<file path="src/rtl/dec_redir_pkg.sv">
package dec_redir_pkg;

    // Fixed instruction length: fall-through step from one PC to the next.
    localparam int unsigned INSN_BYTES = 4;

    // Outcome of checking a single decode slot.
    typedef enum logic [1:0] {
        VERDICT_OK     = 2'd0,
        VERDICT_TARGET = 2'd1,
        VERDICT_CLASS  = 2'd2
    } verdict_e;

endpackage

</file>
<file path="src/rtl/dec_slot_eval.sv">
module dec_slot_eval
    import dec_redir_pkg::*;
#(
    parameter int unsigned PC_W = 32
) (
    input  logic            vld,
    input  logic [PC_W-1:0] pc,
    input  logic [PC_W-1:0] pnpc,
    input  logic            ptkn,
    input  logic            ctrl,
    input  logic            direct,
    input  logic            uncond,
    input  logic [PC_W-1:0] ofs,
    output verdict_e        verdict,
    output logic [PC_W-1:0] fix_npc
);

    localparam logic [PC_W-1:0] STEP = PC_W'(INSN_BYTES);

    logic [PC_W-1:0] fall_pc;
    logic [PC_W-1:0] jump_tgt;
    logic [PC_W-1:0] eff_pred;
    logic            is_jump;
    logic            class_bad;
    logic            target_bad;

    always_comb begin
        fall_pc    = pc + STEP;
        jump_tgt   = pc + ofs;
        // A slot that fetch did not predict taken is predicted to fall through.
        eff_pred   = ptkn ? pnpc : fall_pc;
        is_jump    = ctrl & direct & uncond;
        class_bad  = ptkn & ~ctrl;
        target_bad = is_jump & (jump_tgt != eff_pred);

        verdict = VERDICT_OK;
        fix_npc = '0;
        if (vld) begin
            if (class_bad) begin
                verdict = VERDICT_CLASS;
                fix_npc = fall_pc;
            end else if (target_bad) begin
                verdict = VERDICT_TARGET;
                fix_npc = jump_tgt;
            end
        end
    end

endmodule

</file>
<file path="src/rtl/dec_first_fault.sv">
module dec_first_fault #(
    parameter int unsigned SLOTS = 4,
    localparam int unsigned IDX_W = (SLOTS > 1) ? $clog2(SLOTS) : 1
) (
    input  logic [SLOTS-1:0] fault,
    output logic             any,
    output logic [IDX_W-1:0] idx,
    output logic [SLOTS-1:0] keep
);

    // keep[i] is set when no slot older than i is faulty.
    logic [SLOTS:0] older_fault;

    assign older_fault[0] = 1'b0;

    for (genvar g = 0; g < SLOTS; g++) begin : g_chain
        assign older_fault[g+1] = older_fault[g] | fault[g];
        assign keep[g]          = ~older_fault[g];
    end

    assign any = older_fault[SLOTS];

    always_comb begin
        idx = '0;
        for (int i = SLOTS - 1; i >= 0; i--) begin
            if (fault[i]) begin
                idx = IDX_W'(i);
            end
        end
    end

endmodule

</file>
<file path="src/rtl/dec_redirect_check.sv">
module dec_redirect_check
    import dec_redir_pkg::*;
#(
    parameter int unsigned SLOTS      = 4,
    parameter int unsigned PC_W       = 32,
    parameter int unsigned SEQ_W      = 16,
    parameter int unsigned SRC_W      = 2,
    parameter int unsigned CNT_W      = 16,
    parameter int unsigned SQUASH_CYC = 2
) (
    input  logic                        clk,
    input  logic                        rst_n,
    input  logic [SLOTS-1:0]            slot_vld_i,
    input  logic [SLOTS-1:0][PC_W-1:0]  slot_pc_i,
    input  logic [SLOTS-1:0][PC_W-1:0]  slot_pnpc_i,
    input  logic [SLOTS-1:0]            slot_ptkn_i,
    input  logic [SLOTS-1:0]            slot_ctrl_i,
    input  logic [SLOTS-1:0]            slot_direct_i,
    input  logic [SLOTS-1:0]            slot_uncond_i,
    input  logic [SLOTS-1:0][PC_W-1:0]  slot_ofs_i,
    input  logic [SLOTS-1:0][SRC_W-1:0] slot_nsrc_i,
    input  logic [SLOTS-1:0][SEQ_W-1:0] slot_seq_i,
    output logic [SLOTS-1:0]            fwd_en_o,
    output logic [SLOTS-1:0]            issue_rdy_o,
    output logic                        redir_vld_o,
    output logic                        redir_cls_o,
    output logic [SEQ_W-1:0]            redir_seq_o,
    output logic [PC_W-1:0]             redir_npc_o,
    output logic [CNT_W-1:0]            tgt_miss_cnt_o,
    output logic [CNT_W-1:0]            cls_miss_cnt_o
);

    localparam int unsigned IDX_W = (SLOTS > 1) ? $clog2(SLOTS) : 1;
    localparam int unsigned SQ_W  = $clog2(SQUASH_CYC + 1);
    localparam logic [CNT_W-1:0] CNT_MAX = '1;
    localparam logic [SQ_W-1:0]  SQ_LOAD = SQ_W'(SQUASH_CYC);

    typedef struct packed {
        logic [SLOTS-1:0] fwd;
        logic [SLOTS-1:0] rdy;
        logic             redir;
        logic             cls;
        logic [SEQ_W-1:0] seq;
        logic [PC_W-1:0]  npc;
        logic [SQ_W-1:0]  sq_left;
        logic [CNT_W-1:0] tgt_cnt;
        logic [CNT_W-1:0] cls_cnt;
    } state_t;

    state_t st_d, st_q;

    // Per-slot checks.
    verdict_e                verdict [SLOTS];
    logic [SLOTS-1:0][PC_W-1:0] fix_npc;
    logic [SLOTS-1:0]        fault;
    logic [SLOTS-1:0]        no_src;

    for (genvar g = 0; g < SLOTS; g++) begin : g_slot
        dec_slot_eval #(
            .PC_W (PC_W)
        ) i_eval (
            .vld     (slot_vld_i[g]),
            .pc      (slot_pc_i[g]),
            .pnpc    (slot_pnpc_i[g]),
            .ptkn    (slot_ptkn_i[g]),
            .ctrl    (slot_ctrl_i[g]),
            .direct  (slot_direct_i[g]),
            .uncond  (slot_uncond_i[g]),
            .ofs     (slot_ofs_i[g]),
            .verdict (verdict[g]),
            .fix_npc (fix_npc[g])
        );
        assign fault[g]  = (verdict[g] != VERDICT_OK);
        assign no_src[g] = (slot_nsrc_i[g] == '0);
    end

    // Oldest faulty slot wins.
    logic             any_fault;
    logic [IDX_W-1:0] first_idx;
    logic [SLOTS-1:0] keep_mask;

    dec_first_fault #(
        .SLOTS (SLOTS)
    ) i_first (
        .fault (fault),
        .any   (any_fault),
        .idx   (first_idx),
        .keep  (keep_mask)
    );

    logic active;
    logic fire;
    logic fire_cls;

    always_comb begin
        st_d = st_q;

        // Groups arriving inside the squash window are wrong-path.
        active   = (st_q.sq_left == '0);
        fire     = active & any_fault;
        fire_cls = fire & (verdict[first_idx] == VERDICT_CLASS);

        if (!active) begin
            st_d.sq_left = st_q.sq_left - 1'b1;
        end else if (fire) begin
            st_d.sq_left = SQ_LOAD;
        end

        st_d.fwd = active ? (slot_vld_i & keep_mask) : '0;
        st_d.rdy = st_d.fwd & no_src;

        st_d.redir = fire;
        st_d.cls   = fire_cls;
        st_d.seq   = fire ? slot_seq_i[first_idx] : '0;
        st_d.npc   = fire ? fix_npc[first_idx]    : '0;

        if (fire && !fire_cls && st_q.tgt_cnt != CNT_MAX) begin
            st_d.tgt_cnt = st_q.tgt_cnt + 1'b1;
        end
        if (fire_cls && st_q.cls_cnt != CNT_MAX) begin
            st_d.cls_cnt = st_q.cls_cnt + 1'b1;
        end
    end

    always_ff @(posedge clk) begin
        if (!rst_n) begin
            st_q <= '0;
        end else begin
            st_q <= st_d;
        end
    end

    assign fwd_en_o       = st_q.fwd;
    assign issue_rdy_o    = st_q.rdy;
    assign redir_vld_o    = st_q.redir;
    assign redir_cls_o    = st_q.cls;
    assign redir_seq_o    = st_q.seq;
    assign redir_npc_o    = st_q.npc;
    assign tgt_miss_cnt_o = st_q.tgt_cnt;
    assign cls_miss_cnt_o = st_q.cls_cnt;

endmodule

</file>
<file path="config.mk">
export PLATFORM = sky130hd
export DESIGN_NAME = dec_redirect_check
export DESIGN_NICKNAME = d
export VERILOG_FILES = /design/src/rtl/dec_redir_pkg.sv /design/src/rtl/dec_slot_eval.sv /design/src/rtl/dec_first_fault.sv /design/src/rtl/dec_redirect_check.sv
export SDC_FILE = /design/constraint.sdc
export NUM_CORES = 1
export LEC_CHECK = 0
export ABC_AREA = 1
export BUFFER_PORTS_ARGS = -buffer_cell sky130_fd_sc_hd__buf_2
export CORE_ASPECT_RATIO = 1.2
export CORE_MARGIN = 2
export CORE_UTILIZATION = 45
export CTS_CLUSTER_DIAMETER = 60
export DETAILED_ROUTE_END_ITERATION = 10
export PLACE_DENSITY = 0.72
export RECOVER_POWER = 100
export SLEW_MARGIN = 10
export SYNTH_ARGS = -nofsm -noshare
export SYNTH_HDL_FRONTEND = slang
export SYNTH_SLANG_ARGS = --single-unit
export TNS_END_PERCENT = 100
</file>
<file path="constraint.sdc">
create_clock -name clk -period 3.8 [get_ports clk]
set_input_delay 0.19 -clock clk [delete_from_list [all_inputs] [get_ports clk]]
set_output_delay 0.19 -clock clk [all_outputs]
set_load 0.005 [all_outputs]
</file>
==> results of run 1 <==
-- power groups by stage --
stage | Sequential, mW | Combinational, mW | Clock, mW
2_1_floorplan | 1.09 | 2.50 | 0
3_3_place_gp | 1.12 | 4.51 | 0
3_5_place_dp | 1.12 | 4.54 | 0
4_1_cts | 1.10 | 4.57 | 0.960
5_1_grt | 1.11 | 5.13 | 1.00
6_report | 1.10 | 4.72 | 0.962
-- placed cells by master, fill, tap and decap left out, types with 18 or more instances in the layout --
cell type	netlist	layout
a31oi_1	19	18
nand4_1	76	76
ha_1	132	131
buf_4	91	559
clkbuf_1	40	70
inv_1	683	683
nand3_1	425	416
buf_2	27	498
nor3_1	54	53
nand3b_1	20	20
dfxtp_1	92	92
o21ai_1	26	28
a21oi_1	161	160
o21ai_0	192	190
xnor2_1	38	37
nand3_2	12	21
nand2_2	14	28
nor2_2	17	22
or2_2	36	36
nor2_1	544	537
nand2_1	1833	1818
xor2_1	70	68
-- timing repair --
action                                  in CTS  in global routing
cloned                                       0                  4
hold endpoints to repair                     4                  0
gates resized for setup                      1                 48
endpoints found under the setup margin       1                 81
pin swaps                                    0                  9
hold buffers                                 8                  0
setup buffers                                0                  4
-- cells by family after synthesis --
group | count (synthesis)
compound gates | 486
xor+xnor | 108
fa+ha+maj | 136
buf+inv | 875
flops | 92
mux | 1
simple gates | 3090
-- layer usage --
layer  part of all wire [%]  vias to the layer above  GRT usage, %  routed length, um
met5                  0.021                        -             0                 26
met4                    8.9                        4          31.7              10900
met3                    7.6                      484          6.43               9300
met2                     46                     1664          73.4              56700
met1                     37                    15400          46.9              46000
li1                       -                    17100             -                  -
-- critical path, delay by kind of cell --
| family | cells | cell delay [ps] |
|---|---|---|
| AND/OR/NAND/NOR | 16 | 1530 |
| buffers and inverters | 8 | 1210 |
| adder cells (fa/ha/maj) | 2 | 530 |
| AO/OA/AOI/OAI | 3 | 480 |
-- registers in the layout, indices dropped and copies added (netlist names) --
| signal | count |
|---|---|
| redir_npc_o | 32 |
| cls_miss_cnt_o | 16 |
| redir_seq_o | 16 |
| tgt_miss_cnt_o | 16 |
| fwd_en_o | 4 |
| issue_rdy_o | 4 |
| st_q | 2 |
| redir_cls_o | 1 |
| redir_vld_o | 1 |
-- Yosys cell counts (12+ instances only) --
| master | count |
|---|---|
| nand3_2 | 12 |
| o21bai_1 | 16 |
| inv_2 | 14 |
| ha_1 | 132 |
| buf_2 | 27 |
| a21oi_1 | 161 |
| nor2_2 | 17 |
| o211ai_1 | 12 |
| nand4_1 | 76 |
| a31oi_1 | 19 |
| inv_1 | 683 |
| nand3_1 | 425 |
| nor4_1 | 12 |
| nor3_1 | 54 |
| nand2_2 | 14 |
| buf_4 | 91 |
| clkbuf_1 | 40 |
| nor2_1 | 544 |
| dfxtp_1 | 92 |
| o21ai_1 | 26 |
| nand2_1 | 1833 |
| or2_2 | 36 |
| nand3b_1 | 20 |
| o21ai_0 | 192 |
| xnor2_1 | 38 |
| xor2_1 | 70 |
| o22ai_1 | 16 |
-- final cells by class --
type	instances	area share, %
Clock buffer	11	0.734
Sequential cell	92	5.81
Timing Repair Buffer	1151	23.2
Inverter	707	8.38
Tap cell	705	2.78
Antenna cell	8	0.0631
Clock inverter	5	0.134
Multi-Input combinational cell	3825	58.9
-- stage by stage --
step                TNS, ps  instances  worst slack [ps]  total power, mW
finish                    0       6504               162             6.78
global route           -133       6499             -40.0             7.24
CTS                       0       6488              85.1             6.62
detailed placement   -13190       6464              -414             5.66
global placement      -8920       6464              -351             5.63
floorplan                 0       4788               620             3.59
-- path summary, 6_finish.rpt --
check / start / end / slack, ps / cells after the start
min reg2reg: st_q[32]$_SDFFE_PN0P_ / st_q[32]$_SDFFE_PN0P_ / 520 / 2
min: slot_seq_i[50] / redir_seq_o[2]$_SDFF_PN0_ / 100 / 3
max reg2reg: tgt_miss_cnt_o[2]$_SDFFE_PN0P_ / tgt_miss_cnt_o[15]$_SDFFE_PN0P_ / 1510 / 12
max: slot_pc_i[96] / redir_npc_o[3]$_SDFF_PN0_ / 160 / 29
==> metrics.csv, run 1 <==
stage;metric;value;unit
run;MaxCap Viol Count;0;
floorplanning;initial core utilization;45.6;%
sta;Final setup viols;0;
critical_path;WS Path Type;in2reg;
layout;fin util;60.3;%
drt;drt first pass iters;6;
drt;wire length per cell;18.9;um
drt;# DRC;0;
power;Sw Pwr;3.40;mW
critical_path;CP Capture Type;register;
sta;Final Hold Viols;0;
synth;synthesized net count;5402;
floorplanning;cell row count;92;
drt;Total Routed Length;123000;um
critical_path;crit path DAT;3950;ps
placement;gp weighted congestion;1.04;
drt;remaining antenna violation count;0;
global_route;GRT Overall Usage;42.4;%
global_route;initial antenna violation count;9;
sta;final count of pins violating max slew;0;
critical_path;worst path required time;4110;ps
power;switch share;50.1;%
synth;register bit total from synthesis;92;
critical_path;slowest stage cell on the critical path;fa_1;
drt;Vias per Instance;5.32;
drt;DR vias;34600;
synth;yosys warns;0;
floorplanning;DIE WIDTH;215;um
synth;mux cell area share after synthesis;0.0417;%
global_route;GRT Residual Overflow;0;
floorplanning;die area;55200;um2
run_status;status;finished, final reports clean;
layout;register area;1840;um2
power;PwrDens;214;nW/um2
floorplanning;die height;257;um
sta;crit share post-route;95.7;%
sta;Hold WS;103;ps
synth;Top FF cell, synth;dfxtp_1;
critical_path;crit-path max FO;9;
clocking;Worst-path clk slew;90;ps
clocking;CTS buffer count;9;
placement;Port Buffer Count;567;
layout;Multi-input gate area;18700;um2
layout;share of post-route cells with drive strength above 1;21.7;%
synth;EDFF count, synth;0;
global_route;pin count of the biggest net entering global routing;43;
clocking;CTS tree;yes;
power;sequential share of power;16.3;%
power;Clock Power Share;14.2;%
drt;initial drt markers;2897;
layout;FILL cells;5784;
clocking;clock root cell;clkbuf_16;
synth;Post-Synth Simple-Gate Area;54.4;%
clocking;clock latency on the worst-skew pair;380;ps
synth;synthesized area;24000;um2
clocking;clk buf depth;2;
worst_hold_path;Hold WC Path Type;in2reg;
placement;post-DP HPWL;107000;um
synth;Seq/Total Area, Yosys;7.68;%
placement;DP Area;31200;um2
clocking;# H-tree levels;3;
floorplanning;boundary pin count;568;
power;Max VDD drop;0.000229;V
sta;Clock Skews;15.3;ps
layout;layout overhead on the synthesized area;32.3;%
synth;Synth Area per Inst;5.01;um2
synth;top cells by area, synth;nand2_1, inv_1, nand3_1;
sta;minimum clock period after layout;3640;ps
sta;Fmax;275;MHz
power;Leakage;18.1;nW
critical_path;critical path launch point type;primary input;
synth;Synth Area in Adders;7.22;%
floorplanning;core area;52600;um2
synth;area leader, netlist;nand2_1;
synth;synth unique cells;60;
power;Combinational Power Share;69.5;%
sta;relative slew slack;45.2;%
global_route;vias in the first global route;32500;
synth;post-synthesis xor/xnor area fraction;3.95;%
critical_path;Worst path max stage delay;370;ps
synth;async set or reset register ratio after synthesis;0;%
sta;Least-Margin Pin Slew;813;ps
synth;Synth top area share;28.7;%
synth;largest family of logic cells by synthesized area;simple AND/OR/NAND/NOR gates;
layout;Final #Nets;6400;
synth;Synth Instances;4788;
power;Pint;3.39;mW
layout;design area;31700;um2
global_route;global-route wire length before repair;180000;um
synth;post-synthesis compound-gate area fraction;11.3;%
clocking;Sink Count;92;
Note: power is estimated with default switching activity, not from simulation.
==> run 2: changes to the inputs <==
--- a/config.mk
+++ b/config.mk
@@ -14,6 +14,7 @@
 export DETAILED_ROUTE_END_ITERATION = 10
 export PLACE_DENSITY = 0.72
 export RECOVER_POWER = 100
+export SETUP_SLACK_MARGIN = 0.3
 export SLEW_MARGIN = 10
 export SYNTH_ARGS = -nofsm -noshare
 export SYNTH_HDL_FRONTEND = slang
==> run 2 against run 1 <==
Compared with the run above:
- register-to-register slack got worse by 50 ps
- global-route usage up 0.21 points
- highest routed layer unchanged
- combinational power is 8.7% higher
- critical endpoint is now redir_seq_o[7]$_SDFF_PN0_
- critical path depth stayed put
- first-iteration DRC count rose by 2.7%
- sequential share of layout area fell by 0.38 points
- worst setup slack improved by 120 ps
- clock skew hardly changed
==> metrics.csv, run 2 (same netlist as run 1, synthesis figures left out) <==
stage;metric;value;unit
critical_path;crit path DAT;3780;ps
worst_hold_path;Hold WC Path Type;in2reg;
placement;Port Buffer Count;567;
sta;relative slew slack;44.1;%
critical_path;slowest stage cell on the critical path;fa_2;
drt;Total Routed Length;126000;um
layout;final cell count without fillers;6534;
sta;final count of pins violating max slew;0;
sta;Final Hold Viols;0;
drt;DR vias;35100;
floorplanning;DIE WIDTH;215;um
global_route;initial antenna violation count;8;
drt;initial drt markers;2975;
clocking;clock root cell;clkbuf_16;
sta;Hold WS;105;ps
layout;register area;1840;um2
drt;DRT met1 WL;46600;um
sta;RSZ-0062 raised after global routing;false;
layout;most frequent cells in the layout;nand2_1, inv_1, buf_4, buf_2, nor2_1;
run_status;status;finished, final reports clean;
power;Leakage;18.5;nW
drt;# DRC;0;
clocking;clk buf depth;2;
placement;gp weighted congestion;1.04;
floorplanning;cell row count;92;
critical_path;Worst path max stage delay;380;ps
layout;layout overhead on the synthesized area;41.5;%
drt;remaining antenna violation count;0;
clocking;CTS buffer count;9;
clocking;CTS tree;yes;
global_route;vias in the first global route;32600;
drt;wire length per cell;19.3;um
global_route;GRT Residual Overflow;0;
layout;share of post-route cells with drive strength above 1;28.4;%
global_route;global-route wire length before repair;181000;um
clocking;Sink Count;92;
layout;Multi-input gate area;20500;um2
sta;Fmax;284;MHz
sta;Least-Margin Pin Slew;829;ps
floorplanning;boundary pin count;568;
power;PwrDens;212;nW/um2
drt;Vias per Instance;5.38;
clocking;Worst-path clk slew;90;ps
sta;crit share post-route;92.6;%
layout;FILL cells;5434;
floorplanning;die area;55200;um2
sta;Clock Skews;14.8;ps
sta;minimum clock period after layout;3520;ps
clocking;# H-tree levels;3;
clocking;clock latency on the worst-skew pair;390;ps
global_route;GRT Overall Usage;42.6;%
floorplanning;die height;257;um
drt;met2 WL;58300;um
floorplanning;initial core utilization;45.6;%
layout;Final #Nets;6431;
global_route;pin count of the biggest net entering global routing;43;
power;Max VDD drop;0.000230;V
critical_path;crit-path max FO;22;
placement;Placed Cells;6464;
placement;post-DP HPWL;107000;um
run;MaxCap Viol Count;0;
critical_path;WS Path Type;in2reg;
critical_path;cell mode on critical path;nand2_2;
floorplanning;core area;52600;um2
layout;Largest register FFs;32;
drt;top routing layer used;met5;
sta;Final setup viols;0;
drt;metal3 WL;9400;um
critical_path;worst path required time;4060;ps
drt;drt first pass iters;6;
layout;most common cell after layout, fill and taps aside;nand2_1;
critical_path;critical path launch point type;primary input;
critical_path;CP Capture Type;register;
-- run 2: cell types whose count changed in the layout (fill, tap and decap cells not counted), sizes merged --
cell / delta
buf: +29
clkbuf: +3
clkinv: -2
clkinvlp: +1
diode: -1
inv: +1
nand4: -1
-- run 2: layout make-up --
| class | count | area share, % |
|---|---|---|
| diodes | 7 | 0.0516 |
| clock inverters | 5 | 0.125 |
| repair buffers | 1183 | 22.7 |
| flip-flops and latches | 92 | 5.43 |
| clock buffers | 11 | 0.686 |
| well taps | 705 | 2.60 |
| multi-input cells | 3824 | 60.6 |
| inverters | 707 | 7.88 |
-- run 2: what timing repair did --
item | CTS | global route
gates cloned | 2 | 2
pin swaps | 9 | 104
endpoints found under the hold margin | 4 | 0
setup buffers | 6 | 29
gates resized for setup | 29 | 478
setup endpoints to repair | 72 | 85
hold buffers | 8 | 0
-- run 2: path summary, 6_finish.rpt --
check,slack (ps),endpoint,from,cells past startpoint
hold / removal,110,redir_seq_o[0]$_SDFF_PN0_,slot_seq_i[48],3
hold reg to reg,520,st_q[32]$_SDFFE_PN0P_,st_q[32]$_SDFFE_PN0P_,2
setup reg to reg,1460,tgt_miss_cnt_o[15]$_SDFFE_PN0P_,tgt_miss_cnt_o[2]$_SDFFE_PN0P_,12
setup / recovery,280,redir_seq_o[7]$_SDFF_PN0_,slot_pc_i[0],29
-- run 2: layer usage --
layer  global-route usage, %  vias up
met5                       0        -
met4                    32.0        2
met3                    6.35      513
met2                    73.7     1683
met1                    47.2    15800
li1                        -    17100
-- run 2: through the flow --
stage	worst slack [ps]	total power [mW]	instance area [um2]	utilization [%]	TNS, ps
5_1_grt	94.5	7.64	33900	64.5	0
3_3_place_gp	-351	5.63	31200	59.2	-8920
6_report	280	7.20	33900	64.5	0
4_1_cts	315	6.67	31700	60.3	0
3_5_place_dp	-414	5.66	31200	59.2	-13190
2_1_floorplan	620	3.59	24000	-	0
-- run 2: worst max-delay path: cells and delay by family --
family | cells | cell delay (ps)
simple gates | 21 | 2110
fa+ha+maj | 2 | 560
buf+inv | 5 | 840
compound gates | 1 | 60
-- run 2: where the power goes --
part           switching, mW  leakage [nW]  internal (mW)  total, mW
sequential            0.0641         0.747           1.04       1.10
clock                  0.512         0.131          0.456      0.968
combinational           3.02          17.6           2.10       5.13
